File: src/rtl/pic_pkg.sv
package pic_pkg;
  localparam int PIC_LINES = 8;
  localparam int PIC_IDW   = $clog2(PIC_LINES);

  typedef enum logic [1:0] {
    ST_WORD2,
    ST_WORD3,
    ST_WORD4,
    ST_RUN
  } init_st_e;

  typedef struct packed {
    logic [7-PIC_IDW:0]   base_hi;
    logic                 aeoi;
    logic [PIC_LINES-1:0] cas_byte;
  } pic_cfg_t;
endpackage

File: src/rtl/pic_prio_pick.sv
module pic_prio_pick #(
  parameter int N = 8,
  localparam int IDW = $clog2(N)
) (
  input  logic [N-1:0]   req,
  output logic           any,
  output logic [IDW-1:0] idx
);
  always_comb begin
    any = 1'b0;
    idx = '0;
    for (int i = N - 1; i >= 0; i--) begin
      if (req[i]) begin
        any = 1'b1;
        idx = IDW'(i);
      end
    end
  end
endmodule

File: src/rtl/pic_cfg_regs.sv
module pic_cfg_regs
  import pic_pkg::*;
#(
  parameter int W = PIC_LINES,
  localparam int IDW = $clog2(W)
) (
  input  logic           clk,
  input  logic           rst,
  input  logic           bus_wr,
  input  logic           bus_rd,
  input  logic           bus_a0,
  input  logic [W-1:0]   bus_wdata,
  input  logic [W-1:0]   irr,
  input  logic [W-1:0]   isr,
  output logic [W-1:0]   mask,
  output pic_cfg_t       cfg,
  output logic [W-1:0]   rdata,
  output logic           init_stb,
  output logic           eoi_stb,
  output logic [IDW-1:0] eoi_idx
);
  init_st_e st_q;
  logic     need3_q, need4_q, rd_isr_q;
  logic     cmd_wr, data_wr, ocw3;

  assign cmd_wr   = bus_wr & ~bus_a0;
  assign data_wr  = bus_wr & bus_a0;
  assign init_stb = cmd_wr & bus_wdata[4];
  assign ocw3     = cmd_wr & ~bus_wdata[4] & bus_wdata[3];
  assign eoi_stb  = cmd_wr & ~bus_wdata[4] & ~bus_wdata[3] & (bus_wdata[7:5] == 3'b011);
  assign eoi_idx  = bus_wdata[IDW-1:0];

  always_ff @(posedge clk) begin
    if (rst) begin
      st_q     <= ST_RUN;
      need3_q  <= 1'b0;
      need4_q  <= 1'b0;
      rd_isr_q <= 1'b0;
      mask     <= '1;
      cfg      <= '0;
      rdata    <= '0;
    end else begin
      if (init_stb) begin
        st_q         <= ST_WORD2;
        need3_q      <= ~bus_wdata[1];
        need4_q      <= bus_wdata[0];
        rd_isr_q     <= 1'b0;
        cfg.aeoi     <= 1'b0;
        cfg.cas_byte <= '0;
      end else if (data_wr) begin
        case (st_q)
          ST_WORD2: begin
            cfg.base_hi <= bus_wdata[7:IDW];
            st_q <= need3_q ? ST_WORD3 : (need4_q ? ST_WORD4 : ST_RUN);
          end
          ST_WORD3: begin
            cfg.cas_byte <= bus_wdata;
            st_q <= need4_q ? ST_WORD4 : ST_RUN;
          end
          ST_WORD4: begin
            cfg.aeoi <= bus_wdata[1];
            st_q <= ST_RUN;
          end
          default: mask <= bus_wdata;
        endcase
      end
      if (ocw3 && bus_wdata[1]) rd_isr_q <= bus_wdata[0];
      if (bus_rd) rdata <= bus_a0 ? mask : (rd_isr_q ? isr : irr);
    end
  end

  a_r2_start_seq: assert property (@(posedge clk) disable iff (rst)
    init_stb |=> (st_q == ST_WORD2));
  a_r3_mask_load: assert property (@(posedge clk) disable iff (rst)
    (data_wr && st_q == ST_RUN) |=> (mask == $past(bus_wdata)));
  a_r10_sel_isr: assert property (@(posedge clk) disable iff (rst)
    (ocw3 && bus_wdata[1:0] == 2'b11) |=> rd_isr_q);
endmodule

File: src/rtl/pic_req_core.sv
module pic_req_core
  import pic_pkg::*;
#(
  parameter int N = PIC_LINES,
  localparam int IDW = $clog2(N)
) (
  input  logic           clk,
  input  logic           rst,
  input  logic           slave_mode,
  input  logic [N-1:0]   irq_in,
  input  logic [N-1:0]   mask,
  input  pic_cfg_t       cfg,
  input  logic           init_stb,
  input  logic           eoi_stb,
  input  logic [IDW-1:0] eoi_idx,
  input  logic           int_ack,
  input  logic [IDW-1:0] cas_in,
  output logic [N-1:0]   irr_q,
  output logic [N-1:0]   isr_q,
  output logic           int_req,
  output logic [7:0]     vec_out,
  output logic           vec_valid,
  output logic [IDW-1:0] cas_out,
  output logic           cas_drive
);
  localparam logic [IDW-1:0] SPUR_IDX = IDW'(N - 1);

  logic [N-1:0]   irq_q, irr_n, isr_n, pend;
  logic           phase_q, spur_q, casc_q;
  logic [IDW-1:0] sel_q, p_idx, s_idx;
  logic           p_any, s_any, elig, ack_me, ack1, ack2, cascaded;

  assign pend = irr_q & ~mask;

  pic_prio_pick #(.N(N)) u_pend_pick (.req(pend),  .any(p_any), .idx(p_idx));
  pic_prio_pick #(.N(N)) u_srv_pick  (.req(isr_q), .any(s_any), .idx(s_idx));

  assign elig     = p_any && (!s_any || (p_idx < s_idx));
  assign ack_me   = int_ack && (!slave_mode || (cas_in == cfg.cas_byte[IDW-1:0]));
  assign ack1     = ack_me && !phase_q;
  assign ack2     = ack_me && phase_q;
  assign cascaded = !slave_mode && elig && cfg.cas_byte[p_idx];

  for (genvar g = 0; g < N; g++) begin : g_line
    always_comb begin
      irr_n[g] = (irr_q[g] | (irq_in[g] & ~irq_q[g])) & irq_in[g];
      isr_n[g] = isr_q[g];
      if (ack1 && elig && (p_idx == IDW'(g))) begin
        irr_n[g] = 1'b0;
        isr_n[g] = 1'b1;
      end
      if (ack2 && cfg.aeoi && !spur_q && (sel_q == IDW'(g))) isr_n[g] = 1'b0;
      if (eoi_stb && (eoi_idx == IDW'(g))) isr_n[g] = 1'b0;
      if (init_stb) begin
        irr_n[g] = 1'b0;
        isr_n[g] = 1'b0;
      end
    end
  end

  always_ff @(posedge clk) begin
    if (rst) begin
      irq_q     <= '0;
      irr_q     <= '0;
      isr_q     <= '0;
      int_req   <= 1'b0;
      phase_q   <= 1'b0;
      spur_q    <= 1'b0;
      casc_q    <= 1'b0;
      sel_q     <= '0;
      vec_out   <= '0;
      vec_valid <= 1'b0;
      cas_out   <= '0;
      cas_drive <= 1'b0;
    end else begin
      irq_q     <= irq_in;
      irr_q     <= irr_n;
      isr_q     <= isr_n;
      int_req   <= elig;
      vec_valid <= 1'b0;
      if (init_stb) begin
        phase_q   <= 1'b0;
        cas_drive <= 1'b0;
        cas_out   <= '0;
      end else if (ack1) begin
        phase_q   <= 1'b1;
        sel_q     <= elig ? p_idx : SPUR_IDX;
        spur_q    <= !elig;
        casc_q    <= cascaded;
        cas_out   <= cascaded ? p_idx : '0;
        cas_drive <= cascaded;
      end else if (ack2) begin
        phase_q   <= 1'b0;
        vec_valid <= !casc_q;
        vec_out   <= {cfg.base_hi, sel_q};
        cas_drive <= 1'b0;
        cas_out   <= '0;
      end
    end
  end

  a_r4_irr_needs_input: assert property (@(posedge clk) disable iff (rst)
    1'b1 |=> ((irr_q & ~$past(irq_in)) == '0));
  a_r7_spur_no_isr: assert property (@(posedge clk) disable iff (rst)
    (ack1 && !elig && !eoi_stb && !init_stb) |=> (isr_q == $past(isr_q)));
  a_r8_eoi_clears: assert property (@(posedge clk) disable iff (rst)
    eoi_stb |=> !isr_q[$past(eoi_idx)]);
  a_r9_auto_release: assert property (@(posedge clk) disable iff (rst)
    (ack2 && cfg.aeoi && !spur_q) |=> !isr_q[$past(sel_q)]);
  a_r11_cas_window: assert property (@(posedge clk) disable iff (rst)
    cas_drive |-> (phase_q && !slave_mode));
  a_r6_vec_base: assert property (@(posedge clk) disable iff (rst)
    vec_valid |-> (vec_out[7:IDW] == $past(cfg.base_hi)));
endmodule

File: src/rtl/pic8_ctrl.sv
module pic8_ctrl
  import pic_pkg::*;
#(
  parameter int N_LINES = PIC_LINES,
  localparam int IDW = $clog2(N_LINES)
) (
  input  logic               clk,
  input  logic               rst,
  input  logic               slave_mode,
  input  logic               bus_wr,
  input  logic               bus_rd,
  input  logic               bus_a0,
  input  logic [N_LINES-1:0] bus_wdata,
  output logic [N_LINES-1:0] bus_rdata,
  input  logic [N_LINES-1:0] irq_in,
  output logic               int_req,
  input  logic               int_ack,
  input  logic [IDW-1:0]     cas_in,
  output logic [IDW-1:0]     cas_out,
  output logic               cas_drive,
  output logic [7:0]         vec_out,
  output logic               vec_valid
);
  logic [N_LINES-1:0] mask, irr, isr;
  pic_cfg_t           cfg;
  logic               init_stb, eoi_stb;
  logic [IDW-1:0]     eoi_idx;

  pic_cfg_regs #(.W(N_LINES)) u_cfg (
    .clk      (clk),
    .rst      (rst),
    .bus_wr   (bus_wr),
    .bus_rd   (bus_rd),
    .bus_a0   (bus_a0),
    .bus_wdata(bus_wdata),
    .irr      (irr),
    .isr      (isr),
    .mask     (mask),
    .cfg      (cfg),
    .rdata    (bus_rdata),
    .init_stb (init_stb),
    .eoi_stb  (eoi_stb),
    .eoi_idx  (eoi_idx)
  );

  pic_req_core #(.N(N_LINES)) u_core (
    .clk       (clk),
    .rst       (rst),
    .slave_mode(slave_mode),
    .irq_in    (irq_in),
    .mask      (mask),
    .cfg       (cfg),
    .init_stb  (init_stb),
    .eoi_stb   (eoi_stb),
    .eoi_idx   (eoi_idx),
    .int_ack   (int_ack),
    .cas_in    (cas_in),
    .irr_q     (irr),
    .isr_q     (isr),
    .int_req   (int_req),
    .vec_out   (vec_out),
    .vec_valid (vec_valid),
    .cas_out   (cas_out),
    .cas_drive (cas_drive)
  );

  a_r1_quiet_after_reset: assert property (@(posedge clk)
    rst |=> (!int_req && !vec_valid && !cas_drive));
endmodule

File: config.mk
export PLATFORM = sky130hd
export DESIGN_NAME = pic8_ctrl
export DESIGN_NICKNAME = d
export VERILOG_FILES = /design/src/rtl/pic_pkg.sv /design/src/rtl/pic_prio_pick.sv /design/src/rtl/pic_cfg_regs.sv /design/src/rtl/pic_req_core.sv /design/src/rtl/pic8_ctrl.sv
export SDC_FILE = /design/constraint.sdc
export NUM_CORES = 1
export LEC_CHECK = 0
export BUFFER_PORTS_ARGS = -buffer_cell sky130_fd_sc_hd__clkbuf_2
export CORE_ASPECT_RATIO = 0.8
export CORE_MARGIN = 8
export CORE_UTILIZATION = 45
export DETAILED_ROUTE_END_ITERATION = 8
export HOLD_SLACK_MARGIN = 0.06
export PLACE_DENSITY = 0.74
export SKIP_LAST_GASP = 1
export SYNTH_ARGS = -nofsm -noshare
export SYNTH_HDL_FRONTEND = slang
export SYNTH_SLANG_ARGS = --single-unit
File: constraint.sdc
create_clock -name clk -period 2.7 [get_ports clk]
set_input_delay 0.27 -clock clk [delete_from_list [all_inputs] [get_ports clk]]
set_output_delay 0.27 -clock clk [all_outputs]
set_load 0.005 [all_outputs]
== Word-level counts from Yosys, hierarchy flattened ==
Cells that the tools add are included.

* Magnitude comparators: 2
* Bitwise gates (word level): 49
* Div/mod/pow operators: 0
* Equality and inequality tests: 25
* $mul: 0
* Add/subtract/negate cells: 0
* Shifts and indexed selects: 0
* Mux-type cells: 50
* Reduce and logical (&&, ||, !) cells: 76

{| class="wikitable"
|+ Operator list
! kind !! number
|-
| 3-bit two-way mux || 20
|-
| 3-bit equality test (second input constant) || 12
|-
| 4-bit OR reduction || 9
|-
| 1-bit logical AND || 34
|-
| 3-bit OR reduction || 9
|-
| 1-bit bitwise AND || 23
|-
| 1-bit two-way mux || 23
|-
| 3-bit by 2-bit equality test with 1-bit output (second input constant) || 7
|-
| 8-bit two-way mux || 2
|-
| 1-bit NOT || 16
|-
| 3-bit by 1-bit equality test with 1-bit output (second input constant) || 3
|-
| 3-bit zero test || 3
|-
| 3-bit AND reduction || 3
|-
| 8-bit bitwise AND || 1
|-
| 8-bit NOT || 1
|-
| 1-bit OR || 8
|-
| 2-bit AND reduction || 4
|-
| 1-bit zero test || 6
|-
| 2-bit two-way mux || 3
|-
| 2-bit case mux with 3 select lines || 1
|-
| 2-bit nonzero test || 3
|-
| 3-bit by 4-bit < comparator with 1-bit output (second input constant) || 1
|-
| 4-bit nonzero test || 1
|-
| 1-bit binary-select mux with 3-bit select || 1
|-
| 7 further kinds || 8
|}

* Flip-flop bits (word level): 79
* RAM bits: 0
* Memory bits (read-only): 0
* Memories kept: 0
* Logic and storage cells: 237
* Bits in latches: 0
* Output and inout port bits: 22

== Depth between registers and ports, before layout ==
Gate-level depths: netlist (run 1).

* Depth after elaboration: 17
* Mapped depth: 12

== By module ==
Synthesis (run 1) repeated with hierarchy kept, for this count alone.

* Cells, all modules: 406
* Area total of the unflattened synthesis: 3759.9 um2

{| class="wikitable"
|+ By module, submodules not included
! module !! cells each !! seq. area each (um2) !! area an instance (um2) !! times used
|-
| pic_req_core || 212 || 880.8 || 2019.4 || 1
|-
| pic_cfg_regs || 168 || 700.7 || 1580.3 || 1
|-
| pic_prio_pick || 13 || 0.0 || 80.1 || 2
|}

== Worst setup path after synthesis (run 1) ==
Ideal clock, no wire load.

* Path kind: register to register
* Start point: reg u_cfg.mask[4]
* End point: reg u_core.isr_q[4]
* Setup time: 0.103 ns
* Stages on the path, launching flop included: 11
* Buffers on the path: 0
* Data arrival time: 2.493 ns
* Period minus slack after synthesis: 2.596 ns
* Path slack: 0.104 ns
* Cell sequence: dfxtp_1 -> and2b_2 -> nor4_1 -> nand3b_1 -> inv_1 -> ha_1 -> a211oi_1 -> o21ai_0 -> a21oi_2 -> a21oi_1 -> a2111oi_2

* Word-level cells in the longest chain between the ends: 12

{| class="wikitable"
|+ RTL lines
! item !! line !! source
|-
| from (decl) || pic_cfg_regs.sv:15 || <nowiki>output logic [W-1:0] mask,</nowiki>
|-
| from (signal assigned) || pic_cfg_regs.sv:64 || <nowiki>default: mask <= bus_wdata;</nowiki>
|-
| 8-bit NOT * || pic_req_core.sv:33 || <nowiki>assign pend = irr_q & ~mask;</nowiki>
|-
| 8-bit bitwise AND * || pic_req_core.sv:33 ||
|-
| 3-bit two-way mux (5 in a row) || pic_prio_pick.sv:13 || <nowiki>if (req[i]) begin</nowiki>
|-
| 3-bit < comparator || pic_req_core.sv:38 || <nowiki>assign elig = p_any && (!s_any || (p_idx < s_idx));</nowiki>
|-
| 1-bit logical OR || pic_req_core.sv:38 ||
|-
| 1-bit logical AND || pic_req_core.sv:38 ||
|-
| 1-bit logical AND || pic_req_core.sv:48 || <nowiki>if (ack1 && elig && (p_idx == IDW'(g))) begin</nowiki>
|-
| 1-bit logical AND * || pic_req_core.sv:48 ||
|-
| to (signal assigned) || pic_req_core.sv:78 || <nowiki>isr_q <= isr_n;</nowiki>
|-
| to (decl) || pic_req_core.sv:19 || <nowiki>output logic [N-1:0] isr_q,</nowiki>
|}

Mark *: on every way between the ends. The rest lies on a longest branch, timed or not.
A chain may end at the register's enable or synchronous reset.

== Final worst setup path (run 1) ==
Same ends and word-level chain as after synthesis.

==> flow_summary.ini, run 1 <==
[run_status]
status = finished, final reports clean

[timing]
drv_slew = 0
post-route-min-period_ns = 2.532
tns_ns = 0
finalClockSkew_ns = 0.01557
setup_slack_ns = 0.1677
hold-worst-slack_ns = 0.1568
timing.max_slew.rel_slack_pct = 59.56
rsz_0062_raised_after_global_routing = false
finalSetupViolations = 0
tightestPinTransition_ns = 0.6067
finalCritPeriodShare_pct = 93.79
final-hold-violation-count = 0
max_freq_mhz = 394.9

[clocking]
clock_latency_ns = 0.36
htree_num_levels = 3
cts.sinks = 79
clock_tree.root_cell = sky130_fd_sc_hd__clkbuf_8
clkTransAtPathRegs_ns = 0.09
numCtsBuffers = 9
cts_tree = built
cts_hold_buf = 0
cts_buffer_depth = 2

[floorplan]
ios = 48
core-area_mm2 = 0.007910
die_area_mm2 = 0.01132
die_h_um = 96.77
die_w_um = 117.0
rows = 29
start_util_pct = 46.39

[routing]
wl_um = 9652
average_routed_wire_per_standard_cell_um = 16.41
detailedRoute.firstIterationViolations = 174
route.detailed.vias_per_inst = 5.437
detailedRoute.firstPassIterationCount = 6
routed-via-count = 3197
drc_errors = 0
number_of_routed_nets_with_antenna_violations = 0

[logic_synthesis]
synth.distinct_cells = 49
yosys_synthesis_warning_count = 0
syn_avg_cell_area_um2 = 8.676
netlist_area_mm2 = 0.003670
cell_with_the_most_instances_after_synthesis = sky130_fd_sc_hd__dfxtp_1
synth-async-reset-ratio_pct = 0
synth.cells.most_frequent = sky130_fd_sc_hd__dfxtp_1, sky130_fd_sc_hd__nor2_1, sky130_fd_sc_hd__mux2i_1
count_of_flip_flops_with_a_built_in_enable_after_synthesis = 0
synth_top_cell_area_share_pct = 43.10
synthesis.instances = 423
synth-seq-area-share_pct = 43.10
ys_seq_elements = 79
netlist.top_cell.by_area = sky130_fd_sc_hd__dfxtp_1
synthesis.nets = 455
ys_top_cells_by_area = sky130_fd_sc_hd__dfxtp_1, sky130_fd_sc_hd__mux2i_1, sky130_fd_sc_hd__nor2_1
yosys_most_used_dff = sky130_fd_sc_hd__dfxtp_1

[grt]
grt-busiest-layer = met2
use_met2_pct = 27.00
antenna_violations_before_repair = 0
all_layer_global_routing_usage_pct = 17.82
globalRouteMet3Util_pct = 5.031
grt_pass1_vias = 3147
use_met1_pct = 23.87
global_route.overflow_total = 0
maximum_number_of_pins_on_one_net_before_global_route_repair = 40
grt_first_pass_wirelength_um = 16010

[power]
cellLeakagePower_uw = 0.001934
worst_ir_drop_vdd_mv = 0.2377
p_per_area_mw_per_mm2 = 581.1

[hold_path]
sink_of_the_worst_hold_path = u_core.irq_q[1]
hold_depth = 2
worst_hold_path_type = in -> reg
timing.hold.worst.start = irq_in[1]

[critical_path]
regToRegSetupSlack_ns = 0.17
setup.worst_path.start_class = flop
critical-path-slowest-cell = sky130_fd_sc_hd__dfxtp_1
timing.reg2reg.worst_path_depth = 11
crit_chain = and2b_2, o31ai_1, nand2_1, inv_2, ha_1, o21a_1, nor2_2, nor2_1, a21oi_2, a21oi_1, a2111oi_2
crit_path_max_incr_delay_ns = 0.36
crit_path_max_fanout = 5
timing.setup.critical_path_class = reg -> reg
rr_startpoint = u_cfg.mask[4]
reg_to_reg_endpoint = u_core.isr_q[4]
worstPathRequired_ns = 2.96
critical_path.endpoint_type = flop
cp.arrival_ns = 2.79

[finish]
area_growth_syn_to_layout_pct = 17.59
drive_gt1_share_pct = 20.21
layout.nets = 507
num_antenna_cells = 0

[placed_design]
dpl.hpwl_um = 7320
placer_congestion = 0.9041
dpl_worst_slack_ns = 0.06347
placement.io_buffers = 47

[flow_run]
maxCapViolations = 0
[cell families (layout without fill, tap and decap cells)]
family,after synthesis,in the layout,share of synthesized area (%)
simple gates,189,189,25.23
flops,79,79,43.10
compound gates,66,66,12.82
mux,46,46,12.55
buf+inv,34,91,3.546
fa+ha+maj,6,6,2.046
xor+xnor,3,3,0.7161
[layout make-up]
cell class	count	area, um2
well taps	108	135.1
clock buffers	9	123.9
clock inverters	7	86.33
inverters	13	48.80
multi-input cells	310	1991
fillers	775	3595
repair buffers	62	347.8
flip-flops and latches	79	1583
[flip-flops by register name (all words and copies together), names as in the netlist, 2 cells and up]
name / count
u_core.isr_q: 8
u_core.sel_q: 3
u_cfg.cfg: 14
u_core.irr_q: 8
u_cfg.mask: 8
u_core.irq_q: 8
u_cfg.st_q: 2
u_core.cas_out: 3
u_core.vec_out: 8
u_cfg.rdata: 8
[worst max-delay path, delay by kind of cell (launching register included)]
family | cells | cell delay (ns)
buf+inv | 1 | 0.11
flops | 1 | 0.36
fa+ha+maj | 1 | 0.24
simple gates | 4 | 0.59
compound gates | 5 | 1.12
[report_power, final]
| part | leakage, uW | switching [uW] | internal (uW) |
|---|---|---|---|
| logic | 0.00118 | 177 | 131 |
| registers | 0.000646 | 43.1 | 1210 |
| clock network | 0.000105 | 495 | 450 |
| total | 0.00193 | 715 | 1790 |
[worst max path at each step]
| stage | startpoint | to | slack (ns) | cells after the start |
|---|---|---|---|---|
| floorplan | u_cfg.mask[4] | u_core.isr_q[4] | 0.10 | 10 |
| global placement | u_cfg.mask[4] | u_core.isr_q[4] | 0.12 | 10 |
| detailed placement | u_cfg.mask[4] | u_core.sel_q[1] | 0.06 | 10 |
| CTS | u_cfg.mask[4] | u_core.sel_q[1] | 0.04 | 10 |
| global route | u_core.irr_q[7] | u_core.isr_q[0] | 0.02 | 12 |
| finish | u_cfg.mask[4] | u_core.isr_q[4] | 0.17 | 11 |
[what timing repair did]
action,in CTS,in global routing
setup buffers,0,1
gates resized for setup,0,10
endpoints found under the setup margin,0,16
[per-stage QoR]
stage	area [um2]	util, %	power (uW)	instances
after floorplan	3670	-	1467	423
after global placement	4064	51.38	1573	571
after detailed placement	4064	51.38	1579	571
after CTS	4274	54.03	2515	587
after global routing	4315	54.56	2612	588
final	4315	54.56	2508	588
[placed cells by master, fill, tap and decap left out, types with 3 or more instances in the layout]
cell and count:
sky130_fd_sc_hd__a21oi_1 18, sky130_fd_sc_hd__o21ai_0 13, sky130_fd_sc_hd__nor4_1 4, sky130_fd_sc_hd__mux2i_1 46, sky130_fd_sc_hd__nand2b_1 14, sky130_fd_sc_hd__o21ai_1 3
sky130_fd_sc_hd__inv_1 12, sky130_fd_sc_hd__clkbuf_8 9, sky130_fd_sc_hd__inv_6 3, sky130_fd_sc_hd__dfxtp_1 78, sky130_fd_sc_hd__a211oi_1 3, sky130_fd_sc_hd__a31oi_1 4
sky130_fd_sc_hd__ha_1 6, sky130_fd_sc_hd__nor2b_4 3, sky130_fd_sc_hd__nand2_1 41, sky130_fd_sc_hd__xor2_1 3, sky130_fd_sc_hd__nand4_1 3, sky130_fd_sc_hd__and2_1 5
sky130_fd_sc_hd__clkbuf_2 47, sky130_fd_sc_hd__nor2b_1 15, sky130_fd_sc_hd__nor2_1 60, sky130_fd_sc_hd__o31ai_1 3, sky130_fd_sc_hd__a2111oi_2 3, sky130_fd_sc_hd__nand3_1 19
sky130_fd_sc_hd__nor3_1 10, sky130_fd_sc_hd__buf_4 15
[metal layers]
| metal | part of all wire, % | vias up | wire length (um) |
|---|---|---|---|
| met2 | 45 | 117 | 4325 |
| met5 | 0 | - | 0 |
| li1 | - | 1569 | - |
| met4 | 0.75 | 0 | 72 |
| met3 | 8.3 | 7 | 800 |
| met1 | 46 | 1504 | 4452 |
No activity file was read; power rests on OpenSTA's default activity.
==> run 2, diff against run 1 <==
- ABC_AREA: unset -> 1
==> run 2 against run 1 <==
  * Clock power is 4.9% lower
  * Register-to-register slack better by 0.12 ns
  * Area after synthesis is 1.4% lower
  * Clock skew is 0.0055 ns lower
  * First-iteration DRC count is 49% higher
  * Highest routed layer unchanged
==> flow_summary.ini, run 2 <==
[run_status]
status = finished, final reports clean

[routing]
routed-via-count = 3513
route.detailed.vias_per_inst = 5.430
wl_um = 9906
number_of_routed_nets_with_antenna_violations = 0
drc_errors = 0
detailedRoute.firstPassIterationCount = 5
detailedRoute.firstIterationViolations = 259
average_routed_wire_per_standard_cell_um = 15.31

[logic_synthesis]
synth.cells.most_frequent = sky130_fd_sc_hd__nand2_1, sky130_fd_sc_hd__dfxtp_1, sky130_fd_sc_hd__inv_1
yosys_most_used_dff = sky130_fd_sc_hd__dfxtp_1
ys_seq_elements = 79
ys_top_cells_by_area = sky130_fd_sc_hd__dfxtp_1, sky130_fd_sc_hd__nand2_1, sky130_fd_sc_hd__inv_1
synth-seq-area-share_pct = 43.71
synth.distinct_cells = 32
yosys_synthesis_warning_count = 0
syn_avg_cell_area_um2 = 7.415
netlist.top_cell.by_area = sky130_fd_sc_hd__dfxtp_1
synthesis.instances = 488
synth-async-reset-ratio_pct = 0
count_of_flip_flops_with_a_built_in_enable_after_synthesis = 0
cell_with_the_most_instances_after_synthesis = sky130_fd_sc_hd__nand2_1
netlist_area_mm2 = 0.003618
synth_top_cell_area_share_pct = 43.71
synthesis.nets = 520

[placed_design]
post-place-cells = 631
placer_congestion = 0.9846
placement.io_buffers = 47
dpl.hpwl_um = 7680

[critical_path]
setup.worst_path.start_class = flop
worstPathRequired_ns = 2.95
cp.arrival_ns = 2.66
critical_path.endpoint_type = flop
timing.setup.critical_path_class = reg -> reg
crit_path_max_fanout = 7

[timing]
rsz_0062_raised_after_global_routing = false
finalClockSkew_ns = 0.01009
final-hold-violation-count = 0
post-route-min-period_ns = 2.410
timing.max_slew.rel_slack_pct = 51.80
tns_ns = 0
finalSetupViolations = 0
max_freq_mhz = 414.9
drv_slew = 0
finalCritPeriodShare_pct = 89.27
tightestPinTransition_ns = 0.7174

[finish]
area_growth_syn_to_layout_pct = 14.80
commonest_non_fill_non_tap_cell_in_the_layout = sky130_fd_sc_hd__nand2_1
regMostFlops = u_cfg.cfg
largest_register_ff_count = 14
final_cell_count_no_fill = 647
drive_gt1_share_pct = 17.63
final_cell_mix = sky130_fd_sc_hd__nand2_1, sky130_fd_sc_hd__dfxtp_1, sky130_fd_sc_hd__inv_1
filler_cell_count = 810
num_antenna_cells = 0
multi_input_comb_area_mm2 = 0.001672
layout.nets = 566
area_taken_by_flip_flops_and_latches_mm2 = 0.001582

[hold_path]
worst_hold_path_type = in -> reg

[power]
worst_ir_drop_vdd_mv = 0.4081
p_per_area_mw_per_mm2 = 598.7
cellLeakagePower_uw = 0.001822

[floorplan]
ios = 48
die_area_mm2 = 0.01118
die_w_um = 116.3
core-area_mm2 = 0.007874
die_h_um = 96.21
rows = 29
start_util_pct = 45.96

[clocking]
cts_buffer_depth = 2
cts_setup_buffers = 0
clkTransAtPathRegs_ns = 0.08
clock_latency_ns = 0.36
cts-resized-gates = 0
cts.sinks = 79
clock_tree.root_cell = sky130_fd_sc_hd__clkbuf_8
cts_tree = built
cts_hold_buf = 0
numCtsBuffers = 9
htree_num_levels = 3

[grt]
global_route.overflow_total = 0
antenna_violations_before_repair = 0
grt_first_pass_wirelength_um = 15820
grt_pass1_vias = 3280
all_layer_global_routing_usage_pct = 18.36
maximum_number_of_pins_on_one_net_before_global_route_repair = 27

[flow_run]
maxCapViolations = 0
-- run 2: per-stage QoR --
step	total power, uW	setup WS [ns]	util, %	area (um2)	hold slack, ns
3_5_place_dp	1610	0.3878	50.17	3950	0.4202
6_report	2487	0.2896	52.76	4154	0.1145
2_1_floorplan	1498	0.6205	-	3618	0.3529
3_3_place_gp	1603	0.4669	50.17	3950	0.4130
4_1_cts	2500	0.3727	52.76	4154	0.1030
5_1_grt	2608	0.06809	52.76	4154	0.1149
-- run 2: kinds of logic after synthesis --
kind of cell / count (synthesis) / share of synthesized area, %
buffers and inverters: 96 / 10.10
XOR/XNOR: 3 / 0.7263
AND/OR/NAND/NOR: 183 / 24.00
adder cells (fa/ha/maj): 6 / 2.075
AO/OA/AOI/OAI: 121 / 19.40
flip-flops: 79 / 43.71
-- run 2: worst paths after layout --
path,from,endpoint,slack (ns),cells past startpoint
min reg2reg,u_core.casc_q,u_core.vec_valid,0.43,1
min,irq_in[5],u_core.irq_q[5],0.11,3
max reg2reg,u_core.irr_q[7],u_core.irr_q[5],0.29,13
max,u_core.irr_q[7],u_core.irr_q[5],0.29,13
-- run 2: routing by layer --
metal	vias to the layer above	part of all wire [%]	GRT usage (%)
met5	-	0	0
met4	0	2.1	7.212
met3	25	9.7	6.583
met2	158	44	27.56
met1	1628	44	23.60
li1	1702	-	-
-- run 2: final cells by class --
class                   instances  area share [%]
multi-input cells             313           40.24
inverters                      81           7.319
clock buffers                  10           3.313
clock inverters                 6           1.596
well taps                     108           3.253
repair buffers                 50           6.205
flip-flops and latches         79           38.07
-- run 2: worst max-delay path, stage by stage (launching register included) --
cell and delay [ns]:
sky130_fd_sc_hd__dfxtp_1 0.34, sky130_fd_sc_hd__inv_1 0.07, sky130_fd_sc_hd__o21ai_0 0.26, sky130_fd_sc_hd__nand3_1 0.20, sky130_fd_sc_hd__a21oi_4 0.28, sky130_fd_sc_hd__ha_1 0.27
sky130_fd_sc_hd__nand2_1 0.06, sky130_fd_sc_hd__inv_1 0.04, sky130_fd_sc_hd__nand2_2 0.06, sky130_fd_sc_hd__nand2_2 0.06, sky130_fd_sc_hd__a21oi_1 0.29, sky130_fd_sc_hd__nand2_1 0.20
sky130_fd_sc_hd__o2111ai_1 0.12, sky130_fd_sc_hd__inv_1 0.06
-- run 2: power breakdown --
part / internal [uW] / switching, uW
Combinational: 113 / 219
Sequential: 1220 / 38.0
Clock: 457 / 442
